==> src/rtl/hc_pkg.sv <==
package hc_pkg;

    localparam int NPH = 3;

    typedef struct packed {
        logic [NPH-1:0] top;
        logic [NPH-1:0] bot;
    } gates_t;

endpackage

==> src/rtl/hc_sync.sv <==
module hc_sync #(
    parameter int W = 3
) (
    input  logic         clk,
    input  logic         rst_n,
    input  logic [W-1:0] d_i,
    output logic [W-1:0] q_o
);
    typedef struct packed {
        logic [W-1:0] s1;
        logic [W-1:0] s2;
    } sync_t;

    sync_t st_d, st_q;

    always_comb begin
        st_d    = st_q;
        st_d.s1 = d_i;
        st_d.s2 = st_q.s1;
    end

    always_ff @(posedge clk or negedge rst_n) begin
        if (!rst_n) st_q <= '0;
        else        st_q <= st_d;
    end

    assign q_o = st_q.s2;
endmodule

==> src/rtl/hc_decode.sv <==
module hc_decode
    import hc_pkg::*;
(
    input  logic [2:0] code_i,
    input  logic       sp60_i,
    input  logic       fwd_i,
    output gates_t     gates_o,
    output logic       valid_o
);
    logic [2:0] c;
    logic [2:0] step;
    logic [1:0] tix, bix;

    always_comb begin
        c       = fwd_i ? code_i : ~code_i;
        step    = 3'd0;
        valid_o = 1'b1;
        if (sp60_i) begin
            unique case (c)
                3'b000: step = 3'd0;
                3'b100: step = 3'd1;
                3'b110: step = 3'd2;
                3'b111: step = 3'd3;
                3'b011: step = 3'd4;
                3'b001: step = 3'd5;
                default: valid_o = 1'b0;
            endcase
        end else begin
            unique case (c)
                3'b101: step = 3'd0;
                3'b100: step = 3'd1;
                3'b110: step = 3'd2;
                3'b010: step = 3'd3;
                3'b011: step = 3'd4;
                3'b001: step = 3'd5;
                default: valid_o = 1'b0;
            endcase
        end
        // high side advances every two steps, low side leads by one step
        tix = 2'(step >> 1);
        case (3'(step + 3'd1) >> 1)
            3'd0:    bix = 2'd1;
            3'd1:    bix = 2'd2;
            3'd2:    bix = 2'd0;
            default: bix = 2'd1;
        endcase
        gates_o = '0;
        if (valid_o) begin
            gates_o.top[tix] = 1'b1;
            gates_o.bot[bix] = 1'b1;
        end
    end
endmodule

==> src/rtl/hc_deadband.sv <==
module hc_deadband #(
    parameter int DEAD_CYC = 38
) (
    input  logic clk,
    input  logic rst_n,
    input  logic req_top_i,
    input  logic req_bot_i,
    output logic top_o,
    output logic bot_o
);
    localparam int CW = (DEAD_CYC < 1) ? 1 : $clog2(DEAD_CYC + 1);

    typedef struct packed {
        logic          top;
        logic          bot;
        logic [CW-1:0] cnt;
    } db_t;

    db_t st_d, st_q;

    always_comb begin
        st_d = st_q;
        if (st_q.cnt != '0) st_d.cnt = st_q.cnt - CW'(1);
        if (st_q.top && !req_top_i) begin
            st_d.top = 1'b0;
            st_d.cnt = CW'(DEAD_CYC);
        end
        if (st_q.bot && !req_bot_i) begin
            st_d.bot = 1'b0;
            st_d.cnt = CW'(DEAD_CYC);
        end
        if (!st_q.top && !st_q.bot && st_q.cnt == '0) begin
            if (req_top_i && !req_bot_i) st_d.top = 1'b1;
            if (req_bot_i && !req_top_i) st_d.bot = 1'b1;
        end
    end

    always_ff @(posedge clk or negedge rst_n) begin
        if (!rst_n) st_q <= '0;
        else        st_q <= st_d;
    end

    assign top_o = st_q.top;
    assign bot_o = st_q.bot;

    // never both switches of this phase
    a_r10_no_shoot: assert property (@(posedge clk) disable iff (!rst_n)
        !(st_q.top && st_q.bot));
    // turn-on only after the gap has run out with the partner off
    a_r11_top_gap: assert property (@(posedge clk) disable iff (!rst_n)
        $rose(st_q.top) |-> ($past(st_q.cnt) == '0 && !$past(st_q.bot)));
    a_r11_bot_gap: assert property (@(posedge clk) disable iff (!rst_n)
        $rose(st_q.bot) |-> ($past(st_q.cnt) == '0 && !$past(st_q.top)));
    a_r11_fast_off: assert property (@(posedge clk) disable iff (!rst_n)
        (st_q.top && !req_top_i) |=> !st_q.top);
endmodule

==> src/rtl/hall_commutator.sv <==
module hall_commutator
    import hc_pkg::*;
#(
    parameter int DEAD_CYC = 38
) (
    input  logic       clk,
    input  logic       rst_n,
    input  logic [2:0] hall_i,
    input  logic       spacing60_i,
    input  logic       fwd_i,
    input  logic       en_i,
    input  logic       brake_i,
    input  logic       pwm_i,
    input  logic       qs_bot_only_i,
    input  logic       uv_i,
    input  logic       oc_i,
    output logic [2:0] top_o,
    output logic [2:0] bot_o,
    output logic       fault_n_o
);
    logic [2:0] hall_s;
    gates_t     dec, req;
    logic       valid;

    hc_sync #(.W(3)) u_sync (
        .clk   (clk),
        .rst_n (rst_n),
        .d_i   (hall_i),
        .q_o   (hall_s)
    );

    hc_decode u_dec (
        .code_i  (hall_s),
        .sp60_i  (spacing60_i),
        .fwd_i   (fwd_i),
        .gates_o (dec),
        .valid_o (valid)
    );

    always_comb begin
        req = '0;
        if (uv_i) begin
            req = '0;
        end else if (brake_i) begin
            req.bot = '1;
        end else if (en_i && valid && !oc_i) begin
            req.top = dec.top & {NPH{qs_bot_only_i | pwm_i}};
            req.bot = dec.bot & {NPH{pwm_i}};
        end
    end

    assign fault_n_o = ~(~en_i | uv_i | ~valid | oc_i);

    for (genvar p = 0; p < NPH; p++) begin : g_phase
        hc_deadband #(.DEAD_CYC(DEAD_CYC)) u_db (
            .clk       (clk),
            .rst_n     (rst_n),
            .req_top_i (req.top[p]),
            .req_bot_i (req.bot[p]),
            .top_o     (top_o[p]),
            .bot_o     (bot_o[p])
        );
    end

    // one high-side switch at most
    a_r10_top_one: assert property (@(posedge clk) disable iff (!rst_n)
        $onehot0(top_o));
    // one low-side switch at most outside braking
    a_r10_bot_one: assert property (@(posedge clk) disable iff (!rst_n)
        !brake_i |=> $onehot0(bot_o));
    // undervoltage drops every switch on the next edge
    a_r7_uv_off: assert property (@(posedge clk) disable iff (!rst_n)
        uv_i |=> (top_o == 3'b000 && bot_o == 3'b000));
    // braking clears the high side on the next edge
    a_r6_brake_top: assert property (@(posedge clk) disable iff (!rst_n)
        (brake_i && !uv_i) |=> top_o == 3'b000);
    // an invalid code without brake drops every switch
    a_r4_invalid_off: assert property (@(posedge clk) disable iff (!rst_n)
        (!valid && !brake_i) |=> (top_o == 3'b000 && bot_o == 3'b000));
    // disable always shows as a fault
    a_r5_fault: assert property (@(posedge clk) disable iff (!rst_n)
        !en_i |-> !fault_n_o);
endmodule

==> config.mk <==
export PLATFORM = sky130hd
export DESIGN_NAME = hall_commutator
export DESIGN_NICKNAME = d
export VERILOG_FILES = /design/src/rtl/hc_pkg.sv /design/src/rtl/hc_sync.sv /design/src/rtl/hc_decode.sv /design/src/rtl/hc_deadband.sv /design/src/rtl/hall_commutator.sv
export SDC_FILE = /design/constraint.sdc
export NUM_CORES = 1
export LEC_CHECK = 0
export BUFFER_PORTS_ARGS = -buffer_cell sky130_fd_sc_hd__buf_2
export CORE_MARGIN = 3
export CORE_UTILIZATION = 25
export DETAILED_ROUTE_END_ITERATION = 10
export HOLD_SLACK_MARGIN = 0.06
export PLACE_DENSITY = 0.49
export SYNTH_ARGS = -nofsm -noshare
export SYNTH_HDL_FRONTEND = slang
export SYNTH_SLANG_ARGS = --single-unit
==> constraint.sdc <==
create_clock -name clk -period 2.7 [get_ports clk]
set_input_delay 0.135 -clock clk [delete_from_list [all_inputs] [get_ports clk]]
set_output_delay 0.135 -clock clk [all_outputs]
set_load 0.05 [all_outputs]
# Yosys cells after proc, flatten, opt, wreduce, memory -nomap -nowiden
# Index checks and enable logic that the tools add are counted.
# word_totals
reg_bits	30
input_bits	13
out_inout_bits	7
word_cells	123
# classes
add_sub_neg	4
magnitude_cmp	4
n_eq_ne	9
n_mux	38
bitwise_logic	10
reduce_logical	47
# op_table
cell	count
$mux 6	9
$pmux 3 s5	2
$logic_and 1x1->1	22
$mux 7	3
$logic_not 6->1	3
$reduce_bool 6->1	3
$sub 6x1->6 const B	3
$mux 1	14
$logic_not 1->1	13
$eq 3x3->1 const B	4
$mux 3	4
$reduce_or 6->1	2
$reduce_bool 3->1	3
$and 3x3->3	2
$eq 3x2->1 const B	2
$lt 2x3->1 const B	2
$mux 2	3
$demux 1 s2	2
$ge 2x1->1 const B	2
$or 1x1->1	4
$pmux 2 s2	1
$add 3x1->3 const B	1
$eq 3x1->1 const B	1
$logic_not 3->1	1
4 further kinds	6

# Longest topological paths before layout
# Gate-level depths: netlist (run 1).
# depth
depth_word	23
ltp_mapped	13
mapped_depth_nobuf	13

# By module
# Synthesis (run 1) repeated with hierarchy kept, for this count alone.
# unflattened
cells_unflattened	197
area_unflattened_um2	1875.5
# by_module_without_submodules
mod	n_inst	cells_each	area_per_inst_um2	seq_area_each_um2
hc_deadband	3	46	439.2	200.2
hc_decode	1	40	310.3	0.0
hc_sync	1	6	150.1	150.1
hall_commutator	1	13	97.6	0.0

# Least setup slack after synthesis (run 1)
# Ideal clock, no wire load.
# synth_path
path_type	flip-flop to flip-flop
start	reg u_sync.st_q (netlist bit u_sync.q_o[0])
end	reg g_phase[1].u_db.st_q[1] (netlist name)
setup_ps	146
arrival_time_ps	2429
t_required_ps	2554
path_slack_ps	125
path_stages_with_launch	13
path_buffers	0
period_less_slack_ps	2575
cell_sequence	dfrtp_1 > or2_1 > and3b_1 > or2_2 > ha_1 > xnor2_1 > inv_1 > ha_1 > nand2_1 > nor2_1 > a31oi_4 > a22oi_2 > o211ai_1
# synth_between
elab_chain_len	20
word_cells_on_any_way	48
classes_between	1 x add/sub; 4 x order compare; 9 x eq/ne; 19 x mux; 3 x bitwise; 12 x reduce/logical
# synth_lines
item	line_no	text
start, declared	hc_sync.sv:14	sync_t st_d, st_q;
start signal, assigned	hc_sync.sv:24	else st_q <= st_d;
$not 3->3	hc_decode.sv:15	c = fwd_i ? code_i : ~code_i;
$mux 3 *	hc_decode.sv:15	
$eq 3x1->1, or another cell as far along	hc_decode.sv:19, hc_decode.sv:29	
$pmux 3 s5 (on tied branches)	hc_decode.sv:29, hc_decode.sv:19	
$mux 3	hc_decode.sv:18	if (sp60_i) begin
$add 3x1->3	hc_decode.sv:41	case (3'(step + 3'd1) >> 1)
$eq 2x2->1 / $eq 2x1->1 (equally long branches)	hc_decode.sv:41	
$pmux 2 s2	hc_decode.sv:41	
[... 4 more ...]	-	
$mux 6	hc_decode.sv:48	if (valid_o) begin
$and 3x3->3	hall_commutator.sv:48	req.bot = dec.bot & {NPH{pwm_i}};
$mux 6 *	hall_commutator.sv:46	end else if (en_i && valid && !oc_i) begin
$mux 3	hall_commutator.sv:44	end else if (brake_i) begin
$mux 6 *	hall_commutator.sv:42	if (uv_i) begin
$logic_not 1->1	hc_deadband.sv:28	if (st_q.bot && !req_bot_i) begin
$logic_and 1x1->1	hc_deadband.sv:28	
$reduce_bool 3->1 (no line) / $mux 7 (equally long branches)	-	
end signal, assigned	hc_deadband.sv:40	else st_q <= st_d;
end, declared	hc_deadband.sv:19	db_t st_d, st_q;
# Mark *: on every way between the ends. The rest lies on a longest branch, timed or not.
# A chain may end at the register's enable or synchronous reset.

# Final worst setup path (run 1)
# layout_path
start	reg u_sync.st_q (netlist bit u_sync.q_o[1])
end	reg g_phase[1].u_db.st_q[1] (netlist name)
# The elaborated chain is that of the path after synthesis.

==> results_dict.tcl, run 1 <==
set metrics [dict create \
    vias 1370 \
    status "finished clean" \
    p_int_uw 967.3 \
    placedCellCount 288 \
    synth-async-reset-ratio_pct 100.0 \
    grt_pass1_vias 1339 \
    setup-violations-final 0 \
    diodes 0 \
    antenna_found_initial 0 \
    initial_utilization_pct 26.73 \
    synth-seq-cells 30 \
    cts_tree "done" \
    wl_per_cell_um 11.65 \
    ir_worst_vdd_mv 0.2181 \
    synth_edf_count 0 \
    worst_ep_arrival_time_ns 2.66 \
    cts_max_level 2 \
    cts_max_path_buffers 2 \
    overflow 0 \
    yosysMostFrequentCell "dfrtp_1" \
    drc_errors 0 \
    io_buffers 19 \
    synth.distinct_cells 42 \
    finalHoldViolCount 0 \
    path_clk_slew_ns 0.07 \
    crit_chain "or2_2 > o221ai_1 > o21ai_1 > o21ai_1 > ha_2 > xnor2_2 > inv_1 > ha_1 > nand2_1 > nor2_2 > a31oi_4 > a22oi_2 > o211ai_1" \
    grt_pass1_wl_um 6189 \
    met1_usage_pct 12.07 \
    ios 20 \
    synth_area_um2 1765 \
    drt-pass1-iter-count 4 \
    fin_crit_sh_pct 93.89 \
    antenna_left 0 \
    grt_max_degree 31 \
    layout.nets 228 \
    area_growth_pct 20.98 \
    met2_usage_pct 14.69 \
    core_area_um2 6604 \
    hp-class "in2reg" \
    synth_warnings 0 \
    finalSetupTns_ns 0 \
    chipHeight_um 90.04 \
    finalClockSkew_ns 0.008825 \
    maxSlewViolCount 0 \
    vias_per_cell 4.521 \
    p_per_area_nw_per_um2 685.1 \
    critPathMostFrequentCell "o21ai_1" \
    seq_area_frac_synth_pct 42.52 \
    ys_top_cells_by_area "dfrtp_1 43%, ha_1 4.3%, nor2_1 3.4%" \
    crit_required_ns 2.83 \
    maxCapViolCount 0 \
    fmax_ghz 0.3945 \
    top_usage_layer "met2" \
    avgSynthCellArea_um2 9.918 \
    die_w_um 90.04 \
    worst_slew_pin_slew_ns 0.6863 \
    cp-start-kind "flip-flop" \
    cp_slowest_stage_delay_ns 0.41 \
    power_leakage_uw 0.0009053 \
    fin_cells 303 \
    swShare_pct 33.89 \
    ys.flop_type "dfrtp_1" \
    totalPowerFinal_uw 1463 \
    syn_nets 197 \
    switchingPower_uw 496.0 \
    yosys.area.top_type "dfrtp_1" \
    dp_slack_ns 0.02742 \
    grt_util_met3_pct 2.922 \
    final.setup.worst_slack_ns 0.1650 \
    maxSlewHeadroom_pct 54.24 \
    slowest_stage "dfrtp_1" \
    finalWirelength_um 3530 \
    grt_setup_unrepaired "false" \
    seqPwrFrac_pct 43.8 \
    die_area_um2 8106 \
    r2r_slack_ns 0.16 \
    clockPowerShare_pct 26.0 \
    grt_usage_pct 9.256 \
    numCtsBuffers 5 \
    cts_sinks 30 \
    yosysTopAreaCellShare_pct 42.52 \
    finalCriticalPeriod_ns 2.535 \
    synth_cells 178 \
    clock-root-buffer "clkbuf_8" \
    cp_max_fo 4 \
    worstSetupPathType "reg2reg" \
    globalplace.congestion 0.7392 \
    p_comb_share_pct 30.1 \
    yosys-top-cells-count "30 x dfrtp_1, 16 x nor2_1, 13 x nand2_1" \
    crit_path_end_kind "flip-flop" \
    layout-drive-gt1-share_pct 28.10 \
    place_hpwl_um 2620 \
    drt_iter0_drc 71 \
    rows 29 \
    clkLatencyLatePin_ns 0.28 \
]
power groups by stage:
stage,Combinational (µW),Sequential [µW],Clock (µW)
final,441,642,381
after global routing,513,659,422
after CTS,441,644,401
after detailed placement,434,651,0
after global placement,433,649,0
after floorplan,351,629,0
critical path, delay by kind of cell (launching register included):
family / cells / cell delay (ns)
compound gates: 6 / 0.84
xor+xnor: 1 / 0.11
fa+ha+maj: 2 / 0.49
buf+inv: 1 / 0.06
flops: 1 / 0.41
simple gates: 3 / 0.49
cell families (layout without fill, tap and decap cells):
family	after synthesis	count (layout)	share of synthesized area, %
compound gates	39	39	16.65
simple gates	75	75	24.88
fa+ha+maj	6	6	4.252
xor+xnor	7	7	3.898
mux	5	5	3.118
buf+inv	16	48	4.678
flops	30	30	42.52
state kept, by name, indices dropped and copies added, names as in the netlist:
signal,flops
g_phase.u_db.st_q,18
g_phase.u_db.bot_o,3
g_phase.u_db.top_o,3
u_sync.q_o,3
u_sync.st_d,3
stage by stage:
stage          instance area (µm²)  util (%)  hold WS [ns]
5_1_grt                       2136     32.34        0.3270
2_1_floorplan                 1765         -       -0.1606
3_3_place_gp                  1962     29.71        0.2338
4_1_cts                       2101     31.81        0.2736
3_5_place_dp                  1962     29.71        0.2306
6_report                      2136     32.34        0.2831
final cells by class:
class                      count  area, µm²
clock inverter                 2      12.51
multi-input combinational    132      947.2
sequential                    30      752.0
tap                           93      116.4
clock buffer                   6      82.58
fill                         704       4468
inverter                      10      37.54
timing repair buffer          30      187.7
per-layer routing:
layer	vias to the layer above	wire, µm
met2	23	1619
li1	693	-
met3	2	143
met4	0	23
met1	652	1745
met5	-	0
timing repair:
item                                    in CTS  in global routing
hold buffers                                 4                  0
resized for setup                            2                  5
pin swaps                                    0                  3
setup buffers                                0                  3
hold endpoints to repair                    33                  0
endpoints found under the setup margin       2                 12
layout by cell type (no fill, tap or decap), types with 6 or more instances in the layout:
master	instances
buf_2	19
inv_1	10
clkbuf_8	6
dfrtp_1	29
nand2b_1	8
nor2_1	15
a21oi_1	9
nor3_1	10
o211ai_1	6
nand2_1	13
buf_4	7
final timing paths:
path / start / endpoint / depth (start not counted)
hold reg to reg: u_sync.st_d[1] / u_sync.q_o[1] / 0
hold / removal: brake_i / g_phase[2].u_db.top_o / 4
min in group asynchronous: rst_n / g_phase[2].u_db.st_q[2] / 2
setup / recovery: u_sync.q_o[1] / g_phase[1].u_db.st_q[1] / 13
setup reg to reg: u_sync.q_o[1] / g_phase[1].u_db.st_q[1] / 13
max in group asynchronous: rst_n / u_sync.q_o[2] / 2
(Power assumes the default switching activity.)
==> run 2: changes to the inputs <==
--- a/config.mk
+++ b/config.mk
@@ -10,7 +10,6 @@
 export CORE_UTILIZATION = 25
 export DETAILED_ROUTE_END_ITERATION = 10
 export HOLD_SLACK_MARGIN = 0.06
-export PLACE_DENSITY = 0.49
 export SYNTH_ARGS = -nofsm -noshare
 export SYNTH_HDL_FRONTEND = slang
 export SYNTH_SLANG_ARGS = --single-unit
==> results_dict.tcl, run 2 (synthesis results as in run 1) <==
set metrics [dict create \
    dp_slack_ns 0.01330 \
    cp-start-kind "flip-flop" \
    worst_slew_pin_slew_ns 0.6952 \
    fmax_ghz 0.3854 \
    grt_max_degree 31 \
    antenna_found_initial 0 \
    cts_max_level 2 \
    cp_max_fo 5 \
    grt_usage_pct 9.280 \
    core_area_um2 6604 \
    grt_pass1_vias 1363 \
    initial_utilization_pct 26.73 \
    r2r_cells 12 \
    clockPowerShare_pct 28.8 \
    vias_per_cell 4.531 \
    io_buffers 19 \
    multiInputGateArea_um2 963.4 \
    power_leakage_uw 0.0009178 \
    antenna_left 0 \
    final_cell_mix "29 x dfrtp_1, 19 x buf_2, 15 x nor2_1, 13 x nand2_1" \
    maxSlewHeadroom_pct 53.66 \
    chipHeight_um 90.04 \
    cts_max_path_buffers 2 \
    ios 20 \
    ir_worst_vdd_mv 0.4008 \
    worstSetupPathType "reg2reg" \
    rows 29 \
    swShare_pct 32.43 \
    wl_per_cell_um 11.42 \
    totalPowerFinal_uw 1537 \
    p_int_uw 1039 \
    finalWirelength_um 3461 \
    layout.nets 228 \
    crit_required_ns 2.83 \
    seq_area_um2 752.0 \
    hp-class "in2reg" \
    setup-violations-final 0 \
    largest_register_ffs 18 \
    cts_sinks 30 \
    path_clk_slew_ns 0.07 \
    die_w_um 90.04 \
    clkLatencyLatePin_ns 0.28 \
    cts_tree "done" \
    drt_iter0_drc 38 \
    finalCriticalPeriod_ns 2.594 \
    crit_path_end_kind "flip-flop" \
    drc_errors 0 \
    layout-drive-gt1-share_pct 28.57 \
    globalplace.congestion 0.7847 \
    final_common_cell "dfrtp_1" \
    place_hpwl_um 2546 \
    finalHoldViolCount 0 \
    finalClockSkew_ns 0.008330 \
    overflow 0 \
    numCtsBuffers 5 \
    hold_depth 4 \
    regMostFlops "g_phase.u_db.st_q" \
    p_per_area_nw_per_um2 709.8 \
    final.setup.worst_slack_ns 0.1055 \
    maxSlewViolCount 0 \
    p_comb_share_pct 29.4 \
    fin_util_pct 32.80 \
    fillCellCount 718 \
    clock-root-buffer "clkbuf_8" \
    seqPwrFrac_pct 41.8 \
    drt-pass1-iter-count 4 \
    area_growth_pct 22.68 \
    grt_pass1_wl_um 6168 \
    status "finished clean" \
    die_area_um2 8106 \
    switchingPower_uw 498.6 \
    vias 1373 \
    fin_crit_sh_pct 96.09 \
    worst_ep_arrival_time_ns 2.72 \
    diodes 0 \
    maxCapViolCount 0 \
]
==> run 2: metal layers <==
layer  vias up  share of wire (%)  routed length (µm)  track usage [%]
li1        695                  -                   -                -
met1       655                 47                1637            11.43
met2        17                 49                1686            15.49
met3         6                2.6                  91            2.504
met4         0                1.3                  46            3.444
met5         -                  0                   0                0
==> run 2: final cells by class <==
cell class	instances	share of cell area, %
Sequential cell	30	34.72
Clock inverter	3	1.849
Multi-Input combinational cell	132	44.48
Tap cell	93	5.373
Timing Repair Buffer	30	8.666
Clock buffer	5	3.177
Inverter	10	1.733
==> run 2: final timing paths <==
check / startpoint / to / slack [ns]
worst min register to register: u_sync.st_d[0] / u_sync.q_o[0] / 0.35
worst max-delay path: u_sync.q_o[0] / g_phase[1].u_db.st_q[1] / 0.11
min in group asynchronous: rst_n / u_sync.st_d[1] / 0.44
max in group asynchronous: rst_n / u_sync.q_o[2] / 1.78
worst min-delay path: brake_i / g_phase[2].u_db.top_o / 0.30
worst max register to register: u_sync.q_o[0] / g_phase[1].u_db.st_q[1] / 0.11
==> run 2: per-stage QoR <==
step | hold slack, ns | cell area, µm² | std cells | setup TNS (ns)
5_1_grt | 0.3144 | 2166 | 303 | -0.1124
3_5_place_dp | 0.2286 | 1962 | 288 | 0
6_report | 0.2962 | 2166 | 303 | 0
2_1_floorplan | -0.1606 | 1765 | 178 | 0
4_1_cts | 0.2746 | 2111 | 300 | 0
3_3_place_gp | 0.2340 | 1962 | 288 | 0
==> run 2: power groups by stage <==
| stage | combinational, µW | clock [µW] | sequential [µW] |
|---|---|---|---|
| after CTS | 440 | 462 | 643 |
| after global routing | 528 | 482 | 661 |
| after floorplan | 351 | 0 | 629 |
| after global placement | 427 | 0 | 647 |
| after detailed placement | 432 | 0 | 651 |
| final | 452 | 443 | 642 |
==> run 2: what timing repair did <==
item | 4_1_cts | 5_1_grt
pin swaps | 1 | 8
hold buffers | 4 | 0
buffers inserted | 0 | 3
hold endpoints to repair | 33 | 0
endpoints found under the setup margin | 2 | 16
gates resized for setup | 0 | 10
==> run 2: critical path, stage by stage (launching register included) <==
cell,delay (ns)
dfrtp_1,0.42
or2_1,0.25
and3b_1,0.18
or2_4,0.24
ha_4,0.16
xnor2_2,0.15
inv_1,0.07
ha_1,0.27
nand2_1,0.06
nor2_2,0.16
a31oi_4,0.11
a22oi_2,0.26
o211ai_1,0.11
==> run 3: changes to the inputs <==
--- a/config.mk
+++ b/config.mk
@@ -5,6 +5,7 @@
 export SDC_FILE = /design/constraint.sdc
 export NUM_CORES = 1
 export LEC_CHECK = 0
+export ABC_AREA = 1
 export BUFFER_PORTS_ARGS = -buffer_cell sky130_fd_sc_hd__buf_2
 export CORE_MARGIN = 3
 export CORE_UTILIZATION = 25
==> results_dict.tcl, run 3 <==
set metrics [dict create \
    seqPwrFrac_pct 38.1 \
    yosys-top-cells-count "46 x nand2_1, 33 x inv_1, 30 x dfrtp_1" \
    fin_util_pct 31.13 \
    fillCellCount 749 \
    cp_max_fo 4 \
    setup-violations-final 0 \
    fin_crit_sh_pct 85.45 \
    ios 20 \
    seq_area_frac_synth_pct 40.49 \
    io_buffers 19 \
    die_area_um2 8486 \
    layout-drive-gt1-share_pct 22.96 \
    antenna_found_initial 0 \
    fmax_ghz 0.4335 \
    drc_errors 0 \
    cts_post_setup_buffers_inserted 0 \
    vias 1478 \
    dp_slack_ns 0.4178 \
    clock-root-buffer "clkbuf_8" \
    ir_worst_vdd_mv 0.2290 \
    rows 30 \
    worst_slew_pin_slew_ns 0.6730 \
    synth_cells 232 \
    grt_setup_unrepaired "false" \
    cts.repair.resized 0 \
    hp-class "in2reg" \
    die_w_um 92.12 \
    p_per_area_nw_per_um2 857.4 \
    ys_top_cells_by_area "dfrtp_1 40%, nand2_1 9.3%, inv_1 6.7%" \
    yosysMostFrequentCell "nand2_1" \
    p_int_uw 1177 \
    finalClockSkew_ns 0.004201 \
    synth.distinct_cells 25 \
    p_comb_share_pct 38.3 \
    final_common_cell "nand2_1" \
    chipHeight_um 92.12 \
    synth_edf_count 0 \
    syn_nets 251 \
    avgSynthCellArea_um2 7.993 \
    worst_ep_arrival_time_ns 2.52 \
    core_area_um2 6982 \
    drt_iter0_drc 46 \
    numCtsBuffers 5 \
    area_growth_pct 17.21 \
    grt_pass1_vias 1376 \
    swShare_pct 36.84 \
    cts_max_path_buffers 2 \
    final_cell_mix "46 x nand2_1, 33 x inv_1, 30 x dfrtp_1, 28 x nor2_1, 19 x buf_2" \
    seq_area_um2 750.7 \
    wl_per_cell_um 9.969 \
    cts_max_level 2 \
    worstSetupPathType "reg2reg" \
    synth-seq-cells 30 \
    startpoint "u_sync.q_o[1]" \
    maxCapViolCount 0 \
    layout.nets 275 \
    initial_utilization_pct 26.56 \
    ys.flop_type "dfrtp_1" \
    grt_max_degree 31 \
    r2r_slack_ns 0.39 \
    synth_area_um2 1854 \
    reg2reg_from "u_sync.q_o[1]" \
    cts_tree "done" \
    finalCriticalPeriod_ns 2.307 \
    clkLatencyLatePin_ns 0.28 \
    globalplace.congestion 0.7737 \
    power_leakage_uw 0.001197 \
    regMostFlops "g_phase.u_db.st_q" \
    grt_usage_pct 9.352 \
    finalSetupTns_ns 0 \
    multiInputGateArea_um2 927.1 \
    endpoint "g_phase[1].u_db.st_q[4]" \
    finalWirelength_um 3519 \
    yosysTopAreaCellShare_pct 40.49 \
    synth_warnings 0 \
    synth-async-reset-ratio_pct 100.0 \
    path_clk_slew_ns 0.07 \
    place_hpwl_um 2585 \
    status "finished clean" \
    diodes 0 \
    hold_depth 4 \
    clockPowerShare_pct 23.6 \
    hold_buffers 4 \
    crit_path_end_kind "flip-flop" \
    fin_hold_ws_ns 0.2338 \
    yosys.area.top_type "dfrtp_1" \
    maxSlewHeadroom_pct 55.13 \
    vias_per_cell 4.187 \
    antenna_left 0 \
    crit_required_ns 2.91 \
    maxSlewViolCount 0 \
    r2r-end "g_phase[1].u_db.st_q[4]" \
    cts_sinks 30 \
    cp-start-kind "flip-flop" \
    largest_register_ffs 18 \
    r2r_cells 17 \
    switchingPower_uw 686.4 \
    grt_pass1_wl_um 6265 \
    drt-pass1-iter-count 4 \
    overflow 0 \
    finalHoldViolCount 0 \
    final.setup.worst_slack_ns 0.3929 \
]
[run 3: power groups by stage]
stage	clock network, µW	logic, µW	registers, µW
floorplan	0	592	692
global placement	0	699	716
detailed placement	0	712	714
CTS	461	722	708
global route	482	840	730
finish	439	714	710
[run 3: layout make-up]
| class | count | area share (%) |
|---|---|---|
| Timing Repair Buffer | 23 | 6.218 |
| Clock buffer | 5 | 3.166 |
| Sequential cell | 30 | 34.54 |
| Inverter | 35 | 6.045 |
| Tap cell | 96 | 5.527 |
| Multi-Input combinational cell | 161 | 42.66 |
| Clock inverter | 3 | 1.842 |
[run 3: metal layers]
metal | vias up | part of all wire, % | GRT usage, %
met2 | 16 | 44 | 13.81
met1 | 672 | 50 | 12.33
met3 | 7 | 4.6 | 3.199
met4 | 0 | 1.9 | 4.084
li1 | 783 | - | -
met5 | - | 0 | 0
[run 3: worst max-delay path, cell delays in order (launching register included)]
cell	delay, ns
dfrtp_1	0.39
inv_1	0.05
nand2_1	0.05
nand2_2	0.10
inv_2	0.06
nand2_1	0.06
nand2_1	0.05
a32o_1	0.21
ha_1	0.18
xnor2_1	0.21
inv_1	0.07
ha_1	0.27
nand2_1	0.04
inv_1	0.06
nand4_2	0.15
nand3_2	0.14
nand2_2	0.07
nor2_1	0.08
[run 3: stage by stage]
step	area [µm²]	instances	total power (µW)
6_report	2173	353	1863
5_1_grt	2173	353	2052
4_1_cts	2173	353	1891
3_5_place_dp	2024	341	1427
3_3_place_gp	2024	341	1415
2_1_floorplan	1854	232	1283
[run 3: worst min-delay path by stage]
stage                 start                       to  slack, ns
detailed placement    rst_n  g_phase[1].u_db.st_q[4]       0.22
floorplan             rst_n    g_phase[0].u_db.bot_o      -0.16
CTS                 brake_i    g_phase[2].u_db.top_o       0.22
finish                 oc_i    g_phase[0].u_db.top_o       0.23
global placement      rst_n  g_phase[1].u_db.st_q[4]       0.22
global route           oc_i    g_phase[0].u_db.top_o       0.25
[run 3: logic make-up after synthesis]
logic type,synth area share (%)
adder cells (fa/ha/maj),4.048
XOR/XNOR,3.306
buffers and inverters,9.514
AND/OR/NAND/NOR,34.68
AO/OA/AOI/OAI,7.962
flip-flops,40.49
